<file path="config.mk">
export PLATFORM = sky130hd
export DESIGN_NAME = wt_snoop_cache
export DESIGN_NICKNAME = d
export VERILOG_FILES = /design/src/rtl/wtc_pkg.sv /design/src/rtl/wtc_line_store.sv /design/src/rtl/wtc_bus_port.sv /design/src/rtl/wt_snoop_cache.sv
export SDC_FILE = /design/constraint.sdc
export NUM_CORES = 1
export LEC_CHECK = 0
export ABC_AREA = 1
export BUFFER_PORTS_ARGS = -buffer_cell sky130_fd_sc_hd__clkbuf_2
export CAP_MARGIN = 20
export CORE_AREA = 2 2 342 344
export DETAILED_ROUTE_END_ITERATION = 8
export DIE_AREA = 0 0 344 346
export HOLD_SLACK_MARGIN = 0.08
export PLACE_DENSITY_LB_ADDON = 0.3
export REMOVE_ABC_BUFFERS = 1
export SYNTH_ARGS = -nofsm -noshare
export SYNTH_HDL_FRONTEND = slang
export SYNTH_SLANG_ARGS = --single-unit
</file>
<file path="constraint.sdc">
create_clock -name clk -period 7.1 [get_ports clk]
set_input_delay 1.42 -clock clk [delete_from_list [all_inputs] [get_ports clk]]
set_output_delay 1.42 -clock clk [all_outputs]
set_load 0.02 [all_outputs]
</file>
<file path="src/rtl/wtc_pkg.sv">
// Shared encodings for the write-through snooping cache.
// Assumes a two-bit bus command field decoded by memory and arbiter.
package wtc_pkg;
    typedef enum logic [1:0] {
        BUS_IDLE  = 2'b00,
        BUS_READ  = 2'b01,
        BUS_WRITE = 2'b10
    } bus_cmd_e;

    typedef enum logic [1:0] {
        PH_IDLE,
        PH_ARB,
        PH_CMD,
        PH_DATA
    } bus_phase_e;
endpackage

</file>
<file path="src/rtl/wtc_line_store.sv">
// Direct-mapped line storage: valid bit, tag and one data word per line.
// Provides one combinational lookup, one write port (fill or write-hit
// update, which also sets Valid) and a snoop invalidate port.
// Assumes a write and an invalidate to the same line in one cycle
// resolve in favour of the write.
module wtc_line_store #(
    parameter int LINES  = 16,
    parameter int TAG_W  = 12,
    parameter int DATA_W = 32,
    localparam int IDX_W = $clog2(LINES)
) (
    input  logic              clk,
    input  logic              rst_n,
    input  logic [IDX_W-1:0]  lk_idx,
    output logic              lk_valid,
    output logic [TAG_W-1:0]  lk_tag,
    output logic [DATA_W-1:0] lk_data,
    input  logic              wr_en,
    input  logic [IDX_W-1:0]  wr_idx,
    input  logic [TAG_W-1:0]  wr_tag,
    input  logic [DATA_W-1:0] wr_data,
    input  logic              snp_en,
    input  logic [IDX_W-1:0]  snp_idx,
    input  logic [TAG_W-1:0]  snp_tag,
    output logic              snp_hit
);
    logic [LINES-1:0]  vld_vec;
    logic [TAG_W-1:0]  tag_arr [LINES];
    logic [DATA_W-1:0] dat_arr [LINES];

    // Lookup ports read the per-line registers.
    assign lk_valid = vld_vec[lk_idx];
    assign lk_tag   = tag_arr[lk_idx];
    assign lk_data  = dat_arr[lk_idx];
    assign snp_hit  = snp_en && vld_vec[snp_idx] && (tag_arr[snp_idx] == snp_tag);

    for (genvar i = 0; i < LINES; i++) begin : gen_line
        logic              vld_q;
        logic [TAG_W-1:0]  tag_q;
        logic [DATA_W-1:0] dat_q;
        logic              set_l;
        logic              kill_l;

        assign set_l  = wr_en && (wr_idx == IDX_W'(i));
        assign kill_l = snp_hit && (snp_idx == IDX_W'(i));

        // Valid bit: reset clears, write sets, snoop hit clears.
        always_ff @(posedge clk) begin
            if (!rst_n)      vld_q <= 1'b0;
            else if (set_l)  vld_q <= 1'b1;
            else if (kill_l) vld_q <= 1'b0;
        end

        // Tag and data capture on every write to this line.
        always_ff @(posedge clk) begin
            if (set_l) begin
                tag_q <= wr_tag;
                dat_q <= wr_data;
            end
        end

        assign vld_vec[i] = vld_q;
        assign tag_arr[i] = tag_q;
        assign dat_arr[i] = dat_q;

        // a snoop hit without a competing write leaves the line Invalid.
        a_r7_snoop_clears: assert property (@(posedge clk) disable iff (!rst_n)
            (kill_l && !set_l) |=> !vld_q);
    end
endmodule

</file>
<file path="src/rtl/wtc_bus_port.sv">
// Bus master sequencer for one atomic transaction at a time:
// request/grant, one command/address cycle, then wait for acknowledge.
// Assumes the arbiter holds grant until the request drops.
module wtc_bus_port
    import wtc_pkg::*;
#(
    parameter int ADDR_W = 16,
    parameter int DATA_W = 32
) (
    input  logic              clk,
    input  logic              rst_n,
    input  logic              start,
    input  logic              start_we,
    input  logic [ADDR_W-1:0] start_addr,
    input  logic [DATA_W-1:0] start_wdata,
    output logic              busy,
    output logic              cur_we,
    output logic [ADDR_W-1:0] cur_addr,
    output logic [DATA_W-1:0] cur_wdata,
    output logic              done,
    output logic              bus_req,
    input  logic              bus_gnt,
    output logic [1:0]        bus_cmd,
    output logic [ADDR_W-1:0] bus_addr,
    output logic [DATA_W-1:0] bus_wdata,
    input  logic              bus_ack
);
    bus_phase_e        phase_q;
    logic              we_q;
    logic [ADDR_W-1:0] addr_q;
    logic [DATA_W-1:0] wdata_q;

    // Phase sequencer through arbitration, command and data.
    always_ff @(posedge clk) begin
        if (!rst_n) begin
            phase_q <= PH_IDLE;
        end else begin
            unique case (phase_q)
                PH_IDLE: if (start)   phase_q <= PH_ARB;
                PH_ARB:  if (bus_gnt) phase_q <= PH_CMD;
                PH_CMD:               phase_q <= PH_DATA;
                PH_DATA: if (bus_ack) phase_q <= PH_IDLE;
                default:              phase_q <= PH_IDLE;
            endcase
        end
    end

    // Request capture when a transaction is launched.
    always_ff @(posedge clk) begin
        if (!rst_n) begin
            we_q    <= 1'b0;
            addr_q  <= '0;
            wdata_q <= '0;
        end else if (phase_q == PH_IDLE && start) begin
            we_q    <= start_we;
            addr_q  <= start_addr;
            wdata_q <= start_wdata;
        end
    end

    logic cmd_cycle;
    assign cmd_cycle = (phase_q == PH_CMD);

    assign busy      = (phase_q != PH_IDLE);
    assign cur_we    = we_q;
    assign cur_addr  = addr_q;
    assign cur_wdata = wdata_q;
    assign done      = (phase_q == PH_DATA) && bus_ack;
    assign bus_req   = busy;
    assign bus_cmd   = cmd_cycle ? (we_q ? BUS_WRITE : BUS_READ) : BUS_IDLE;
    assign bus_addr  = cmd_cycle ? addr_q  : '0;
    assign bus_wdata = cmd_cycle ? wdata_q : '0;

    // a command is only driven while granted.
    a_r10_cmd_granted: assert property (@(posedge clk) disable iff (!rst_n)
        (bus_cmd != BUS_IDLE) |-> bus_gnt);
    // the command/address phase lasts exactly one cycle.
    a_r10_cmd_single: assert property (@(posedge clk) disable iff (!rst_n)
        (bus_cmd != BUS_IDLE) |=> (bus_cmd == BUS_IDLE));
    // the request is held until the acknowledge arrives.
    a_r10_req_held: assert property (@(posedge clk) disable iff (!rst_n)
        (bus_req && !bus_ack) |=> bus_req);
endmodule

</file>
<file path="src/rtl/wt_snoop_cache.sv">
// Write-through, no-write-allocate, direct-mapped cache controller with
// snoop invalidation. Read hits answer locally; misses and all writes use
// the bus. Another master's write to a held word invalidates it.
// Assumes an atomic bus, a snoop port that reports only other masters'
// completed transactions, and memory that always answers reads.
module wt_snoop_cache
    import wtc_pkg::*;
#(
    parameter int ADDR_W = 16,
    parameter int DATA_W = 32,
    parameter int LINES  = 16
) (
    input  logic              clk,
    input  logic              rst_n,
    input  logic              cpu_valid,
    output logic              cpu_ready,
    input  logic              cpu_we,
    input  logic [ADDR_W-1:0] cpu_addr,
    input  logic [DATA_W-1:0] cpu_wdata,
    output logic              cpu_resp_valid,
    output logic [DATA_W-1:0] cpu_rdata,
    output logic              bus_req,
    input  logic              bus_gnt,
    output logic [1:0]        bus_cmd,
    output logic [ADDR_W-1:0] bus_addr,
    output logic [DATA_W-1:0] bus_wdata,
    input  logic              bus_ack,
    input  logic [DATA_W-1:0] bus_rdata,
    input  logic              snp_valid,
    input  logic              snp_we,
    input  logic [ADDR_W-1:0] snp_addr
);
    localparam int IDX_W = $clog2(LINES);
    localparam int TAG_W = ADDR_W - IDX_W;

    logic              busy, cur_we, done;
    logic [ADDR_W-1:0] cur_addr, lk_addr;
    logic [DATA_W-1:0] cur_wdata, lk_data;
    logic              lk_valid, lk_hit, snp_hit;
    logic [TAG_W-1:0]  lk_tag;
    logic              accept, read_hit, start, wr_en;
    logic [DATA_W-1:0] wr_data;
    logic              resp_q;
    logic [DATA_W-1:0] rdata_q;

    // Lookup address: the new request while idle, the held one while busy.
    assign lk_addr  = busy ? cur_addr : cpu_addr;
    assign lk_hit   = lk_valid && (lk_tag == lk_addr[ADDR_W-1:IDX_W]);

    assign cpu_ready = !busy;
    assign accept    = cpu_valid && !busy;
    assign read_hit  = accept && !cpu_we && lk_hit;
    assign start     = accept && !read_hit;

    // Fill on read completion; update on write completion only if still held.
    assign wr_en   = done && (!cur_we || lk_hit);
    assign wr_data = cur_we ? cur_wdata : bus_rdata;

    wtc_line_store #(
        .LINES (LINES),
        .TAG_W (TAG_W),
        .DATA_W(DATA_W)
    ) u_store (
        .clk     (clk),
        .rst_n   (rst_n),
        .lk_idx  (lk_addr[IDX_W-1:0]),
        .lk_valid(lk_valid),
        .lk_tag  (lk_tag),
        .lk_data (lk_data),
        .wr_en   (wr_en),
        .wr_idx  (cur_addr[IDX_W-1:0]),
        .wr_tag  (cur_addr[ADDR_W-1:IDX_W]),
        .wr_data (wr_data),
        .snp_en  (snp_valid && snp_we),
        .snp_idx (snp_addr[IDX_W-1:0]),
        .snp_tag (snp_addr[ADDR_W-1:IDX_W]),
        .snp_hit (snp_hit)
    );

    wtc_bus_port #(
        .ADDR_W(ADDR_W),
        .DATA_W(DATA_W)
    ) u_bus (
        .clk        (clk),
        .rst_n      (rst_n),
        .start      (start),
        .start_we   (cpu_we),
        .start_addr (cpu_addr),
        .start_wdata(cpu_wdata),
        .busy       (busy),
        .cur_we     (cur_we),
        .cur_addr   (cur_addr),
        .cur_wdata  (cur_wdata),
        .done       (done),
        .bus_req    (bus_req),
        .bus_gnt    (bus_gnt),
        .bus_cmd    (bus_cmd),
        .bus_addr   (bus_addr),
        .bus_wdata  (bus_wdata),
        .bus_ack    (bus_ack)
    );

    // Response pulse and read data register.
    always_ff @(posedge clk) begin
        if (!rst_n) begin
            resp_q  <= 1'b0;
            rdata_q <= '0;
        end else begin
            resp_q <= read_hit || done;
            if (read_hit)              rdata_q <= lk_data;
            else if (done && !cur_we)  rdata_q <= bus_rdata;
        end
    end

    assign cpu_resp_valid = resp_q;
    assign cpu_rdata      = rdata_q;

    // a read hit answers next cycle and leaves the bus alone.
    a_r3_hit_quiet: assert property (@(posedge clk) disable iff (!rst_n)
        read_hit |=> (!bus_req && cpu_resp_valid));
    // an accepted read miss requests the bus.
    a_r2_miss_to_bus: assert property (@(posedge clk) disable iff (!rst_n)
        (accept && !cpu_we && !lk_hit) |=> bus_req);
    // every accepted write requests the bus.
    a_r4_write_to_bus: assert property (@(posedge clk) disable iff (!rst_n)
        (accept && cpu_we) |=> bus_req);
    // a completed data phase is answered on the next cycle.
    a_r2_done_resp: assert property (@(posedge clk) disable iff (!rst_n)
        done |=> cpu_resp_valid);
    // without a processor request, snooping never starts bus activity.
    a_r7_snoop_quiet: assert property (@(posedge clk) disable iff (!rst_n)
        (!bus_req && !accept) |=> !bus_req);
endmodule

</file>
# Word level (Yosys, flattened, before mapping)
# Index checks and enable logic that the tools add are counted.
totals:
  reg_bits: 804
  inputBits: 104
  output_inout_bits: 85
  wordCells: 227
op_classes:
  order_cmp: 4
  eq_ne: 38
  mux: 57
  bitwise: 2
  n_reduce_logical: 72
op_table:
  columns: ["op", "count"]
  rows:
  - ["$mux W32", 6]
  - ["$bmux W32 S4", 1]
  - ["$bmux W12 S4", 2]
  - ["$eq A4 B4 Y1 const B", 16]
  - ["$mux W12", 4]
  - ["$logic_and A1 B1 Y1", 44]
  - ["$reduce_bool A2 Y1", 18]
  - ["$mux W1", 34]
  - ["$eq A4 B3 Y1 const B", 8]
  - ["$mux W16", 2]
  - ["$eq A12 B12 Y1", 2]
  - ["$eq A4 B2 Y1 const B", 4]
  - ["$ge A5 B5 Y1 const B", 2]
  - ["$lt A4 B5 Y1 const B", 2]
  - ["$mux W2", 5]
  - ["$not A4 Y5", 2]
  - ["$bmux W1 S4", 2]
  - ["$eq A4 B1 Y1 const B", 2]
  - ["$logic_not A4 Y1", 2]
  - ["$pmux W2 S4", 1]
  - ["$eq A2 B2 Y1 const B", 2]
  - ["$logic_not A1 Y1", 4]
  - ["$ne A2 B2 Y1 const B", 2]
  - ["$reduce_and A3 Y1", 1]
  - ["other kinds (4)", 5]

# Logic depth before layout (Yosys ltp)
# Gate-level depths: netlist (run 1).
logic_depth:
  depth_word: 13
  mapped_depth: 23
  ltp_nobuf: 21

# By module
# Synthesis (run 1) repeated with hierarchy kept, for this count alone.
hier_totals:
  hier_cells: 3535
  area_unflattened_um2: 35539.1
modules_own_cells:
  columns: ["module", "n_inst", "cells_each", "area_per_inst_um2", "seq_area_each_um2"]
  rows:
  - ["wtc_line_store", 1, 2674, 30539.3, 21460.6]
  - ["wt_snoop_cache", 1, 513, 2715.1, 660.6]
  - ["wtc_bus_port", 1, 348, 2284.7, 1021.0]

# Worst setup path before layout (run 1)
# Ideal clock, no wire load.
synth_path:
  path_type: "input -> register"
  from: "input port cpu_addr[0]"
  to: "register u_store.gen_line[1].dat_q[0] (enable)"
  setup_time_ns: 0.398
  arrival_time_ns: 4.099
  t_required_ns: 6.702
  path_slack_ns: 2.602
  stages: 18
  n_path_buf: 3
  path_cell_list: "nand2_1 -> buf_4 -> clkbuf_1 -> nand3_1 -> nand3_1 -> nand3_1 -> nand3_1 -> nand2_1 -> nand2_1 -> nand2_1 -> nor2_1 -> nand2_1 -> nor2_1 -> nand3b_1 -> nand2_1 -> buf_2 -> nand3_1 -> inv_1"
synth_between:
  elab_chain_cells: 10
  word_cells_on_any_way: 12
  cone_classes: "eq/ne (1); mux (6); bitwise (1); reduce/logical (4)"
synth_lines:
  columns: ["item", "line_no", "source"]
  rows:
  - ["from (decl)", "wt_snoop_cache.sv:18", "input logic [ADDR_W-1:0] cpu_addr,"]
  - ["$mux W16 (*)", "wt_snoop_cache.sv:47", "assign lk_addr = busy ? cur_addr : cpu_addr;"]
  - ["$not A4 Y5 (implied by the code)", "wtc_line_store.sv:33", "assign lk_tag = tag_arr[lk_idx];"]
  - ["$bmux W12 S4", "wtc_line_store.sv:33", null]
  - ["$mux W12 (implied by the code) (2 in series)", "wtc_line_store.sv:33", null]
  - ["$eq A12 B12 Y1", "wt_snoop_cache.sv:48", "assign lk_hit = lk_valid && (lk_tag == lk_addr[ADDR_W-1:IDX_W]);"]
  - ["$logic_and A1 B1 Y1 (*)", "wt_snoop_cache.sv:48", null]
  - ["$logic_or A1 B1 Y1 (*)", "wt_snoop_cache.sv:56", "assign wr_en = done && (!cur_we || lk_hit);"]
  - ["$logic_and A1 B1 Y1 (*)", "wt_snoop_cache.sv:56", null]
  - ["$logic_and A1 B1 Y1 (*)", "wtc_line_store.sv:44", "assign set_l = wr_en && (wr_idx == IDX_W'(i));"]
  - ["named net u_store.gen_line[1].set_l", "wtc_line_store.sv:41", "logic set_l;"]
  - ["to (signal assigned)", "wtc_line_store.sv:58", "dat_q <= wr_data;"]
  - ["to (decl)", "wtc_line_store.sv:40", "logic [DATA_W-1:0] dat_q;"]
# The timed path passes the listed nets; every way through them passes the cells marked *. The select of a mux whose other input is x is not followed.
# A chain may end at the register's enable or synchronous reset.

# Worst setup path after layout (run 1)
layout_path:
  from: "register u_bus.phase_q[1]"
  to: "register u_store.gen_line[13].dat_q[17] (enable)"
layout_between:
  elab_chain_cells: 11
  word_cells_on_any_way: 15
  cone_classes: "eq/ne (2); mux (6); bitwise (1); reduce/logical (6)"
layout_lines:
  columns: ["item", "line_no", "source"]
  rows:
  - ["from (decl)", "wtc_bus_port.sv:28", "bus_phase_e phase_q;"]
  - ["from (signal assigned)", "wtc_bus_port.sv:36", "phase_q <= PH_IDLE;"]
  - ["from (signal assigned)", "wtc_bus_port.sv:39", "PH_IDLE: if (start) phase_q <= PH_ARB;"]
  - ["from (signal assigned)", "wtc_bus_port.sv:40", "PH_ARB: if (bus_gnt) phase_q <= PH_CMD;"]
  - ["$reduce_bool A2 Y1", "wtc_bus_port.sv:64", "assign busy = (phase_q != PH_IDLE);"]
  - ["$mux W16", "wt_snoop_cache.sv:47", null]
  - ["$not A4 Y5 (implied by the code)", "wtc_line_store.sv:33", null]
  - ["$bmux W12 S4", "wtc_line_store.sv:33", null]
  - ["$mux W12 (implied by the code) (2 in series)", "wtc_line_store.sv:33", null]
  - ["$eq A12 B12 Y1", "wt_snoop_cache.sv:48", null]
  - ["$logic_and A1 B1 Y1", "wt_snoop_cache.sv:48", null]
  - ["$logic_or A1 B1 Y1", "wt_snoop_cache.sv:56", null]
  - ["$logic_and A1 B1 Y1 (*)", "wt_snoop_cache.sv:56", null]
  - ["$logic_and A1 B1 Y1 (*)", "wtc_line_store.sv:44", null]
  - ["named net u_store.gen_line[13].set_l", "wtc_line_store.sv:41", null]
  - ["to (signal assigned)", "wtc_line_store.sv:58", null]
  - ["to (decl)", "wtc_line_store.sv:40", null]
# Marks and branches as above.

==> flow_summary.toml, run 1 <==
[logic_synthesis]
post-synth-top-area-fraction_pct = 61.6
ys_seq_area_share_pct = 67.4
synthCells = 3061
synth-simple-area-share_pct = 13.8
synth.area.mux_share_pct = 1.08
synth_compound_area_share_pct = 13.5
ys_warn_count = 0
synth_area_sq_um = 34300
avgSynthCellArea_sq_um = 11.2
synth.area.top_cells = "edfxtp_1 62%, dfxtp_1 5.8%, nand3_1 4.9%, o21ai_0 4.6%, nor2_1 4.4%"
ys_ff_latch = 804
synthAdderAreaFrac_pct = 0.182
yosysTopAreaCell = "edfxtp_1"
yosys.cell_types.count = 35
synth-xor-area-share_pct = 0.153
synth_top_family_by_area = "simple AND/OR/NAND/NOR gates"

[timing]
finalCritPeriodShare_pct = 75.8
setup_violations = 0
fin_crit_ns = 5.38
fin_worst_skew_ns = 0.0434
fmax_mhz = 186
final-hold-violation-count = 0
rsz0062_at_grt = "no"
setup_tns_ns = 0
timing.slew.headroom_pct = 27.6
max_slew.worst_pin.slew_ns = 1.08
slew_violations = 0

[worst_setup_path]
arrival_ns = 5.73
crit_type = "reg -> reg"
cpPeakStageDelay_ns = 0.74
critPathRequiredTime_ns = 7.45
path_common_cell = "nand3_1"
critPathTopFamily = "simple AND/OR/NAND/NOR gates"
worst_setup_path_end_kind = "flip-flop"
startpoint_type = "flip-flop"
crit_buf_inv = 6
crit_fanout = 28
cp_slowest_cell = "nor2_4"
crit_chain = "inv_1 > ha_1 > buf_4 > nand2_1 > inv_1 > nor2_4 > buf_4 > nand3_1 > nand3_1 > nand3_1 > nand3_1 > nand2_1 > nor2_1 > nand2_1 > nor2_1 > nand3b_1 > nand2_1 > nand3_1 > inv_2 > buf_4"

[routing]
drc = 0
wl_per_cell_um = 23.8
via_count = 25200
routed_wl_um = 114000
via_per_inst = 5.27
drt-initial-drc-count = 2626
first_pass_iters = 6
ant_nets = 0

[run]
cap_violations = 0

[cells_and_area]
drive_above_1_share_pct = 14.5
diodes = 0
nets = 3298
fin_util_pct = 34.5
final_cells = 4786
syn_to_final_growth_pct = 16.0
fillers = 11500

[die]
chipWidth_um = 344
core_sq_um = 115000
io_pins = 189
die_area_sq_um = 119000
core.rowCount = 125
die_h_um = 346
initial_core_util_pct = 29.7

[placed_design]
dp.cells = 4622
hpwl_um = 67900
gp_congestion = 0.845
port_buffers = 188

[grt]
grt_pass1_vias = 24000
antenna_found_initial = 0
grtUsageTotal_pct = 18.7
grt_max_degree = 80
grt_pass1_wl_um = 167000
grt_overflow = 0

[cts]
cts_hold_buffers = 0
cts.repair.resized = 0
cts_setup_buffers = 0
clkSlewWorstSetupHoldPaths_ns = 0.06
cts_buffers = 88
cts_tree = "built"
clock_latency_ns = 0.68
clkSinkCount = 804
clk_path_buf_depth = 3
clockRootBuffer = "clkbuf_16"
htreeDepth = 3

[pwr]
power.leakage_uw = 0.0140
irDropWorstVdd_mv = 0.288
powerDensity_nw_per_um2 = 385

[worst_hold_path]
min_path_type = "reg -> reg"

[run_status]
status = "complete, no violations"
routing by layer:
layer | global-route usage, % | vias to the layer above | wire length (um)
li1 | - | 11500 | -
met1 | 26.3 | 12500 | 50000
met2 | 30.0 | 1055 | 53300
met3 | 2.55 | 188 | 7620
met4 | 5.58 | 0 | 3100
met5 | 0 | - | 0
cells by family (layout without fill, tap and decap cells):
group                      after synthesis  count (layout)
adders and majority gates                5               5
muxes                                   33              33
and+or+nand+nor                       1119            1119
buffers and inverters                  334             535
xor gates and xnor gates                 6               6
AOI/OAI and AO/OA                      760             760
DFF                                    804             804
stage by stage:
step                      instance area [sq um]  hold slack, ns  setup WS [ns]  power [uW]
after detailed placement                  37100           0.474           1.36       11100
after floorplan                           33400           0.452          -3.58        9160
after global placement                    37100           0.469           1.38       11100
final                                     39800           0.490           1.72       15300
after CTS                                 39800           0.484           1.77       15400
after global routing                      39800           0.495           1.39       16100
worst paths after layout:
| path | start | endpoint | slack [ns] | cells after the start |
|---|---|---|---|---|
| max | u_bus.phase_q[1]$_SDFFE_PN0P_ | u_store.gen_line[13].dat_q[17]$_DFFE_PP_ | 1.72 | 20 |
| min reg2reg | u_store.gen_line[10].vld_q$_SDFFE_PN0P_ | u_store.gen_line[10].vld_q$_SDFFE_PN0P_ | 0.49 | 2 |
| min | u_store.gen_line[10].vld_q$_SDFFE_PN0P_ | u_store.gen_line[10].vld_q$_SDFFE_PN0P_ | 0.49 | 2 |
| max reg2reg | u_bus.phase_q[1]$_SDFFE_PN0P_ | u_store.gen_line[13].dat_q[17]$_DFFE_PP_ | 1.72 | 20 |
sequential cells by signal, indices dropped and copies added, names as in the netlist:
name	cells
u_store.gen_line.dat_q	512
u_store.gen_line.tag_q	192
cpu_rdata	32
u_bus.cur_wdata	32
u_bus.cur_addr	16
u_store.gen_line.vld_q	16
u_bus.phase_q	2
cpu_resp_valid	1
u_bus.cur_we	1
cell usage after synthesis, drive strengths merged:
cell	instances
o22ai	65
o211ai	64
nand3	334
nand2	340
clkinv	4
a22oi	104
o21bai	2
xnor2	3
or2	32
nor3	5
xor2	3
nand3b	1
o21ai	322
nor2	407
inv	108
mux2	32
clkbuf	164
mux2i	1
edfxtp	704
buf	58
o21a	31
o221ai	64
ha	5
dfxtp	100
a21oi	108
worst min-delay path, stage by stage, from the launching register on:
cell	delay (ns)
dfxtp_1	0.32
nand2_1	0.07
a21oi_1	0.05
layout make-up:
type | instances | area, sq um | share of cell area [%]
inverter | 112 | 423 | 1.06
timing repair buffer | 260 | 1700 | 4.27
clock buffer | 121 | 2380 | 5.97
sequential | 804 | 23100 | 58.1
multi-input combinational | 1923 | 9940 | 25.0
clock inverter | 42 | 323 | 0.811
tap | 1524 | 1910 | 4.79
report_power, final:
part	switching, uW	total [uW]	internal (uW)
Sequential	179	5610	5430
Clock	1950	4350	2400
Combinational	3940	5380	1450
Total	6060	15300	9270
layout by cell type (no fill, tap or decap), types with 3 or more instances in the layout:
master     count
xnor2_1        3
nand3_1      333
inv_2         21
nor2_1       402
xor2_1         3
edfxtp_1     704
clkbuf_1      29
clkinv_1      24
clkbuf_16     89
clkbuf_2     187
clkbuf_8       3
o21ai_0      316
inv_1         86
a22oi_1      104
dfxtp_1       99
o22ai_1       65
clkinv_2      13
a21oi_1      108
buf_4         55
o21ai_4        3
clkinv_16      3
o211ai_1      64
or2_2         31
o21ai_1        3
nand2_1      336
ha_1           4
o21a_1        31
nor3_1         5
o221ai_1      64
mux2_2        32
buf_12        17
nor2_4         5
(Power assumes the default switching activity.)
==> run 2, diff against run 1 <==
==> constraint.sdc (replaced) <==
create_clock -name clk -period 5.1 [get_ports clk]
set_input_delay 1.02 -clock clk [delete_from_list [all_inputs] [get_ports clk]]
set_output_delay 1.02 -clock clk [all_outputs]
set_load 0.02 [all_outputs]
==> flow_summary.toml, run 2 (synthesis gave the netlist of run 1 again) <==
[worst_hold_path]
min_path_cells = 2
min_path_type = "reg -> reg"

[placed_design]
hpwl_um = 63700
post_dp_cell_area_sq_um = 37400
gp_congestion = 0.831
dp.cells = 4637
port_buffers = 188

[cells_and_area]
reg.largest.list = "u_store.gen_line.dat_q x512, u_store.gen_line.tag_q x192"
final_cells = 4803
final_area_sq_um = 40300
largest_register_ffs = 512
final_common_cell = "edfxtp_1"
diodes = 0
largest-register = "u_store.gen_line.dat_q"
nets = 3315
drive_above_1_share_pct = 15.3
syn_to_final_growth_pct = 17.4
final_cell_mix = "704 x edfxtp_1, 402 x nor2_1, 336 x nand2_1"

[worst_setup_path]
critPathRequiredTime_ns = 5.45
worst_setup_path_end_kind = "flip-flop"
crit_fanout = 21
crit_type = "reg -> reg"
startpoint_type = "flip-flop"
reg2reg_depth = 20
arrival_ns = 4.97

[grt]
grt_overflow = 0
antenna_found_initial = 3
grtUsageTotal_pct = 18.9
grt_max_degree = 175
grt_pass1_vias = 24300
grt_pass1_wl_um = 168000

[cts]
clk_path_buf_depth = 3
cts_setup_buffers = 0
cts_buffers = 90
htreeDepth = 3
clock_latency_ns = 0.69
cts.repair.resized = 0
clkSlewWorstSetupHoldPaths_ns = 0.06
cts_hold_buffers = 0
clkSinkCount = 804
cts_tree = "built"
clockRootBuffer = "clkbuf_16"

[timing]
finalCritPeriodShare_pct = 90.5
slew_violations = 0
final-hold-violation-count = 0
timing.slew.headroom_pct = 23.8
fin_worst_skew_ns = 0.0757
fin_crit_ns = 4.62
fmax_mhz = 217
setup_violations = 0
max_slew.worst_pin.slew_ns = 1.14
rsz0062_at_grt = "no"

[pwr]
powerDensity_nw_per_um2 = 532
irDropWorstVdd_mv = 0.453
power.leakage_uw = 0.0142
power_uw = 21400

[routing]
dr_wl_met2_um = 52700
ant_nets = 0
via_count = 25500
routed.top_layer = "met5"
via_per_inst = 5.31
met1_length_um = 50600
routed_wl_um = 116000
wl_per_cell_um = 24.1
dr_wl_met3_um = 9180
drc = 0
first_pass_iters = 6
drt-initial-drc-count = 3019

[die]
initial_core_util_pct = 29.7
core_sq_um = 115000
die_h_um = 346
core.rowCount = 125
chipWidth_um = 344
io_pins = 189
die_area_sq_um = 119000

[run_status]
status = "complete, no violations"

[run]
cap_violations = 0
-- run 2: changes by cell type in the layout (fill, tap and decap cells not counted), sizes merged --
cell      delta
bufinv       +4
clkbuf       -6
clkinvlp     +5
buf         +15
inv          -1
-- run 2: area by class of cell --
cell class / instances / area (sq um)
clock inverter: 50 / 497
inverter: 112 / 423
multi-input combinational: 1923 / 9940
clock buffer: 115 / 2380
tap: 1524 / 1910
sequential: 804 / 23100
fill: 11500 / 75100
timing repair buffer: 275 / 2000
-- run 2: path summary, 6_finish.rpt --
check	startpoint	endpoint	slack (ns)
setup reg to reg	u_bus.phase_q[0]$_SDFFE_PN0P_	u_store.gen_line[9].dat_q[2]$_DFFE_PP_	0.48
hold reg to reg	u_store.gen_line[13].vld_q$_SDFFE_PN0P_	u_store.gen_line[13].vld_q$_SDFFE_PN0P_	0.49
setup / recovery	u_bus.phase_q[0]$_SDFFE_PN0P_	u_store.gen_line[9].dat_q[2]$_DFFE_PP_	0.48
hold / removal	u_store.gen_line[13].vld_q$_SDFFE_PN0P_	u_store.gen_line[13].vld_q$_SDFFE_PN0P_	0.49
-- run 2: critical path, stage by stage, from the launching register on --
cell	delay (ns)
dfxtp_1	0.34
inv_1	0.15
ha_1	0.40
buf_4	0.28
nand2_1	0.14
o21ai_4	0.30
buf_16	0.24
buf_4	0.23
nand3_1	0.10
nand3_1	0.08
nand3_1	0.08
nand2_1	0.16
xor2_1	0.16
nand2_1	0.08
nor2_1	0.31
nand3b_1	0.12
nand2_1	0.12
buf_4	0.21
nand3_1	0.15
inv_2	0.34
buf_12	0.28
-- run 2: stage by stage --
step                      hold slack, ns  utilization (%)  worst slack (ns)  TNS [ns]
after floorplan                    0.452                -             -5.49  -3762.83
after global placement             0.471             32.4             0.421         0
after detailed placement           0.474             32.4             0.367         0
after CTS                          0.483             34.9             0.385         0
after global routing               0.507             34.9             0.200         0
final                              0.486             34.9             0.483         0
-- run 2: where the power goes --
part	total, uW	switching [uW]	leakage (uW)	internal, uW
clock network	6350	2770	0.00138	3580
logic	7290	5190	0.00558	2100
registers	7810	255	0.00719	7550
-- run 2: per-layer routing --
| metal | global-route usage (%) | vias to the layer above |
|---|---|---|
| li1 | - | 11500 |
| met3 | 3.47 | 210 |
| met1 | 26.8 | 12700 |
| met4 | 5.00 | 2 |
| met2 | 29.7 | 1141 |
| met5 | 0 | - |
